<file path="config.mk">
export PLATFORM = sky130hd
export DESIGN_NAME = cwlink_rx
export DESIGN_NICKNAME = d
export VERILOG_FILES = /design/src/rtl/cwlink_pkg.sv /design/src/rtl/cwlink_sync.sv /design/src/rtl/cwlink_timer.sv /design/src/rtl/cwlink_extract.sv /design/src/rtl/cwlink_rx.sv
export SDC_FILE = /design/constraint.sdc
export NUM_CORES = 1
export LEC_CHECK = 0
export ABC_CLOCK_PERIOD_IN_PS = 2800
export BUFFER_PORTS_ARGS = -buffer_cell sky130_fd_sc_hd__buf_2
export CORE_ASPECT_RATIO = 1.1
export CORE_MARGIN = 2
export CORE_UTILIZATION = 56
export CTS_CLUSTER_SIZE = 12
export DETAILED_ROUTE_END_ITERATION = 10
export GPL_TIMING_DRIVEN = 0
export PLACE_DENSITY = 0.78
export SETUP_SLACK_MARGIN = 0.5
export SLEW_MARGIN = 20
export SYNTH_ARGS = -nofsm -noshare
export SYNTH_HDL_FRONTEND = slang
export SYNTH_SLANG_ARGS = --single-unit
</file>
<file path="constraint.sdc">
create_clock -name clk_i -period 2.8 [get_ports clk_i]
set_input_delay 0.56 -clock clk_i [delete_from_list [all_inputs] [get_ports clk_i]]
set_output_delay 0.56 -clock clk_i [all_outputs]
set_load 0.1 [all_outputs]
</file>
<file path="src/rtl/cwlink_pkg.sv">
package cwlink_pkg;
    localparam int PORT_W = 32;
    localparam int IDX_W  = 10;
    localparam int SEL_W  = $clog2(PORT_W);
    localparam int SET_W  = 4;
    localparam int TO_W   = 16;
endpackage

</file>
<file path="src/rtl/cwlink_sync.sv">
module cwlink_sync #(
    parameter int W = cwlink_pkg::PORT_W
) (
    input  logic         clk_i,
    input  logic         rst_ni,
    input  logic [W-1:0] async_i,
    output logic [W-1:0] sync_o
);
    typedef struct packed {
        logic [W-1:0] s1;
        logic [W-1:0] s2;
    } sync_t;

    sync_t st_d, st_q;

    always_comb begin
        st_d    = st_q;
        st_d.s1 = async_i;
        st_d.s2 = st_q.s1;
    end

    always_ff @(posedge clk_i) begin
        if (!rst_ni) st_q <= '0;
        else         st_q <= st_d;
    end

    assign sync_o = st_q.s2;
endmodule

</file>
<file path="src/rtl/cwlink_timer.sv">
module cwlink_timer #(
    parameter int PORT_W = cwlink_pkg::PORT_W,
    parameter int SET_W  = cwlink_pkg::SET_W,
    parameter int TO_W   = cwlink_pkg::TO_W,
    localparam int SEL_W = $clog2(PORT_W)
) (
    input  logic              clk_i,
    input  logic              rst_ni,
    input  logic [PORT_W-1:0] port_sync_i,
    input  logic [SEL_W-1:0]  strobe_sel_i,
    input  logic [SET_W-1:0]  settle_i,
    input  logic [TO_W-1:0]   timeout_i,
    input  logic              err_clr_i,
    output logic              sample_o,
    output logic              err_o
);
    typedef struct packed {
        logic             prev;
        logic             armed;
        logic [SET_W-1:0] cnt;
        logic [TO_W-1:0]  idle;
        logic             err;
    } tmr_t;

    tmr_t t_d, t_q;
    logic stb_lvl, stb_edge, sample;

    always_comb begin
        stb_lvl  = port_sync_i[strobe_sel_i];
        stb_edge = stb_lvl ^ t_q.prev;
        sample   = t_q.armed && (t_q.cnt == '0);

        t_d      = t_q;
        t_d.prev = stb_lvl;

        // settle countdown between strobe edge and sampling point
        if (stb_edge) begin
            t_d.armed = 1'b1;
            t_d.cnt   = settle_i;
        end else if (sample) begin
            t_d.armed = 1'b0;
        end else if (t_q.armed) begin
            t_d.cnt = t_q.cnt - SET_W'(1);
        end

        // idle watch on the strobe
        if (stb_edge || err_clr_i) t_d.idle = '0;
        else if (t_q.idle < timeout_i) t_d.idle = t_q.idle + TO_W'(1);

        if (err_clr_i) t_d.err = 1'b0;
        else if ((timeout_i != '0) && (t_q.idle >= timeout_i)) t_d.err = 1'b1;
    end

    always_ff @(posedge clk_i) begin
        if (!rst_ni) t_q <= '0;
        else         t_q <= t_d;
    end

    assign sample_o = sample;
    assign err_o    = t_q.err;

    a_r7_err_sticky: assert property (@(posedge clk_i) disable iff (!rst_ni)
        (t_q.err && !err_clr_i) |=> t_q.err);

    a_r8_err_clear: assert property (@(posedge clk_i) disable iff (!rst_ni)
        err_clr_i |=> !t_q.err);

    a_r5_settle_load: assert property (@(posedge clk_i) disable iff (!rst_ni)
        stb_edge |=> (t_q.armed && t_q.cnt == $past(settle_i)));

    a_r6_sample_once: assert property (@(posedge clk_i) disable iff (!rst_ni)
        (sample && !stb_edge) |=> !sample);
endmodule

</file>
<file path="src/rtl/cwlink_extract.sv">
module cwlink_extract #(
    parameter int PORT_W = cwlink_pkg::PORT_W,
    parameter int IDX_W  = cwlink_pkg::IDX_W,
    localparam int SEL_W = $clog2(PORT_W)
) (
    input  logic              clk_i,
    input  logic              rst_ni,
    input  logic [PORT_W-1:0] port_sync_i,
    input  logic              sample_i,
    input  logic [SEL_W-1:0]  valid_sel_i,
    input  logic [PORT_W-1:0] mask_i,
    input  logic [SEL_W-1:0]  shift_i,
    output logic [IDX_W-1:0]  idx_o,
    output logic              idx_vld_o
);
    typedef struct packed {
        logic [IDX_W-1:0] idx;
        logic             vld;
    } ext_t;

    ext_t x_d, x_q;
    logic vbit, take;

    always_comb begin
        vbit    = port_sync_i[valid_sel_i];
        take    = sample_i && vbit;
        x_d     = x_q;
        x_d.vld = take;
        if (take) x_d.idx = IDX_W'((port_sync_i & mask_i) >> shift_i);
    end

    always_ff @(posedge clk_i) begin
        if (!rst_ni) x_q <= '0;
        else         x_q <= x_d;
    end

    assign idx_o     = x_q.idx;
    assign idx_vld_o = x_q.vld;

    a_r3_no_pulse_when_invalid: assert property (@(posedge clk_i) disable iff (!rst_ni)
        (sample_i && !vbit) |=> !x_q.vld);

    a_r9_index_hold: assert property (@(posedge clk_i) disable iff (!rst_ni)
        !(sample_i && vbit) |=> $stable(x_q.idx));
endmodule

</file>
<file path="src/rtl/cwlink_rx.sv">
module cwlink_rx #(
    parameter int PORT_W = cwlink_pkg::PORT_W,
    parameter int IDX_W  = cwlink_pkg::IDX_W,
    parameter int SET_W  = cwlink_pkg::SET_W,
    parameter int TO_W   = cwlink_pkg::TO_W,
    localparam int SEL_W = $clog2(PORT_W)
) (
    input  logic              clk_i,
    input  logic              rst_ni,
    input  logic [PORT_W-1:0] port_i,
    input  logic [SEL_W-1:0]  strobe_sel_i,
    input  logic [SEL_W-1:0]  valid_sel_i,
    input  logic [PORT_W-1:0] mask_i,
    input  logic [SEL_W-1:0]  shift_i,
    input  logic [SET_W-1:0]  settle_i,
    input  logic [TO_W-1:0]   timeout_i,
    input  logic              err_clr_i,
    output logic [IDX_W-1:0]  idx_o,
    output logic              idx_vld_o,
    output logic              err_o
);
    logic [PORT_W-1:0] port_sync;
    logic              sample;

    cwlink_sync #(.W(PORT_W)) u_sync (
        .clk_i   (clk_i),
        .rst_ni  (rst_ni),
        .async_i (port_i),
        .sync_o  (port_sync)
    );

    cwlink_timer #(.PORT_W(PORT_W), .SET_W(SET_W), .TO_W(TO_W)) u_timer (
        .clk_i        (clk_i),
        .rst_ni       (rst_ni),
        .port_sync_i  (port_sync),
        .strobe_sel_i (strobe_sel_i),
        .settle_i     (settle_i),
        .timeout_i    (timeout_i),
        .err_clr_i    (err_clr_i),
        .sample_o     (sample),
        .err_o        (err_o)
    );

    cwlink_extract #(.PORT_W(PORT_W), .IDX_W(IDX_W)) u_extract (
        .clk_i       (clk_i),
        .rst_ni      (rst_ni),
        .port_sync_i (port_sync),
        .sample_i    (sample),
        .valid_sel_i (valid_sel_i),
        .mask_i      (mask_i),
        .shift_i     (shift_i),
        .idx_o       (idx_o),
        .idx_vld_o   (idx_vld_o)
    );

    a_r6_single_pulse: assert property (@(posedge clk_i) disable iff (!rst_ni)
        (idx_vld_o && !sample) |=> !idx_vld_o);
endmodule

</file>
==> qor.txt <==
Status: complete, no violations
Commonest cells after routing, fill and taps aside: buf_2, dfxtp_1, and2_1
R2r setup slk: 0.49 ns
PortBufs: 107
DR DRC count: 0
Int Pwr: 2.37 mW
Final Skew: 0.0134 ns
Post-synth ARST share: 0
TNS Setup: 0 ns
DP Area: 6680 um2
CTS tree: built
RSZ-0062 raised after global routing: true
Sequential Power Share: 0.434
Max-cap violations: 0
Initial antenna violation count: 0
Sw Ratio: 0.317
Worst R2R Start: u_timer.t_q[8]
Hold Vio Cnt, Final: 0
Arrival time of the worst setup path: 2.61 ns
Vias in the first global route: 5713
Synthesized flop and latch total: 98
Mapped Avg Cell Area: 8.67 um2
Final Cycle Share: 0.826
FF/Latch Area: 1980 um2
Main synth FF type: dfxtp_1
Layout filler cell count: 870
Largest fanout on the critical path: 10
First-pass GRT wire length: 29300 um
Slew of the pin with the lowest slew margin: 0.610 ns
Distinct cells, synth: 59
# clock sinks: 98
GRT overflow: 0
Commonest non-fill, non-tap cell in the layout: buf_2
Worst setup path endpoint: u_extract.idx_o[3]
Slew HR: 0.593
Initial Util: 0.572
PD cells: 479 nW/um2
Final worst slack: 0.486 ns
Hold-fix buffers, CTS: 0
Cell area after layout: 7260 um2
# placed instances: 932
Final HPWL DP: 14600 um
Synthesized Nets: 803
Total CTS buffers: 9
Finished Layout Cells: 953
Worst skew pair latency: 0.36 ns
Clk root buf: clkbuf_16
Max clock buf depth: 2
N_diodes: 0
Kind of critical path: primary input to flip-flop
Area delta synth->final: 22.8%
Clock power frac: 0.365
First-pass DRT Iterations: 5
F_max: 0.432 GHz
Die height: 112 um
Multi-input gate area: 3860 um2
Synth Instances: 682
Post-Place Worst Slack: -0.217 ns
RR Endpoint: u_timer.t_q[15]
Via count: 5945
Post-synthesis sequential area ratio: 0.332
Register-to-Register Path Depth: 8
Power after layout: 3.48 mW
DR iter-0 viols: 460
WL final: 19000 um
Die area: 11400 um2
GRT Util Overall: 0.332
VDD IR-drop max: 0.000463 V
WP data required: 3.09 ns
Routed Antenna Nets: 0
CORE AREA: 10300 um2
Avg Vias per Cell: 6.24
Combinational Power Share: 0.201
Nets: 926
Cell leakage power: 2.88 nW
Die width: 102 um
Routed len/inst: 19.9 um
CP Launch Type: primary input
Final setup violation count: 0
Layout cells sized above 1: 0.273
Cell Area, Synth: 5910 um2
H-tree levels: 3
Critical path launch point: shift_i[0]
Largest net degree at the start of global routing: 21
Rows: 39
Final Critical Period: 2.31 ns
Io pins: 114
Reg clk slew, reported paths: 0.08 ns
Hold crit path type: primary input to flip-flop
Max Slew Vio Count: 0
EDFF count, synth: 0
CP Capture Type: flip-flop
Sw power: 1.10 mW
Syn. warnings: 0
Routability cong.: 0.968
-- synthesized netlist by cell type (all sizes together), types with 2 or more instances --
cell	number	area (um2)
nand4b	14	123
dfxtp	98	1960
or4	11	82.6
nand3b	3	22.5
o2111ai	3	32.5
nor4	8	50.1
a211o	4	35.0
nor2	34	128
nand4bb	6	67.6
or2	3	18.8
nand2	67	251
nor3b	4	30.0
a31oi	3	18.8
a2111oi	2	36.3
o311ai	3	26.3
mux2	2	22.5
mux4	19	428
xor2	2	17.5
a221oi	2	17.5
buf	13	77.6
and2	75	469
clkbuf	30	113
o22ai	19	119
o31ai	9	67.6
nand2b	8	50.1
a41o	2	20.0
o21ai	16	80.1
nor2b	6	37.5
inv	27	101
a22oi	6	45.0
a21oi	27	135
nor3	14	70.1
and4	2	17.5
a32oi	2	17.5
xnor2	4	35.0
nand4	22	153
mux2i	27	274
a211oi	7	52.6
ha	19	238
o211ai	10	75.1
nand3	30	150
and3	4	25.0
or3	6	37.5
-- repair_timing --
action                                 CTS  global route
resized for setup                       17            62
setup endpoints to repair               20            28
pin swaps                                2            15
gates cloned                             0             1
buffers inserted                         1             3
endpoints found under the hold margin    0             0
-- power groups by stage --
stage	clock [mW]	sequential, mW	combinational (mW)
2_1_floorplan	0	1.60	0.374
3_3_place_gp	0	1.54	0.636
3_5_place_dp	0	1.54	0.651
4_1_cts	1.28	1.51	0.665
5_1_grt	1.34	1.52	0.754
6_report	1.27	1.51	0.699
-- layer usage --
layer  part of all wire  wire length [um]  GRT usage  up-vias
li1                   -                 -          -     2772
met1               0.39              7480      0.420     2776
met2               0.48              9110      0.545      336
met4              0.046               869      0.153        0
met5                  0                 0          0        -
met3              0.081              1540     0.0596       61
-- critical path: stages --
cell,delay [ns]
buf_2,0.11
buf_4,0.16
or2_2,0.34
clkbuf_2,0.22
o221ai_1,0.32
o311ai_0,0.17
nor3b_1,0.43
a211oi_1,0.13
a21oi_1,0.16
-- logic make-up after synthesis --
family / Yosys count / synth area share
AND/OR/NAND/NOR: 319 / 0.306
flip-flops: 98 / 0.332
XOR/XNOR: 6 / 0.00889
adder cells (fa/ha/maj): 19 / 0.0402
buffers and inverters: 71 / 0.0499
multiplexers: 48 / 0.123
AO/OA/AOI/OAI: 121 / 0.141
-- cell type report --
class                   count  share of cell area
multi-input cells         513               0.532
well taps                 143              0.0246
flip-flops and latches     98               0.272
clock buffers               9              0.0310
clock inverters             7              0.0112
repair buffers            112              0.0794
inverters                  28              0.0150
plain buffers              43              0.0348
-- worst min path at each step --
stage                          from           endpoint  slack (ns)  cells past startpoint
finish                    port_i[4]     u_sync.st_d[4]        0.40                      2
global route              port_i[3]     u_sync.st_d[3]        0.41                      2
detailed placement  u_sync.st_d[22]  u_sync.sync_o[22]        0.42                      1
CTS                       port_i[4]     u_sync.st_d[4]        0.40                      2
floorplan            u_sync.st_d[0]   u_sync.sync_o[0]        0.41                      1
global placement    u_sync.st_d[11]  u_sync.sync_o[11]        0.41                      1
-- registers in the layout (all words and copies together), names as in the netlist --
name	cells
u_sync.st_d	32
u_sync.sync_o	32
u_timer.t_q	22
u_extract.idx_o	10
u_extract.idx_vld_o	1
u_timer.err_o	1
-- metrics by stage --
stage	utilization	hold WS, ns
global placement	0.646	0.415
floorplan	-	0.412
global route	0.702	0.406
detailed placement	0.646	0.418
CTS	0.682	0.397
finish	0.702	0.402
Note: power is estimated with default switching activity, not from simulation.
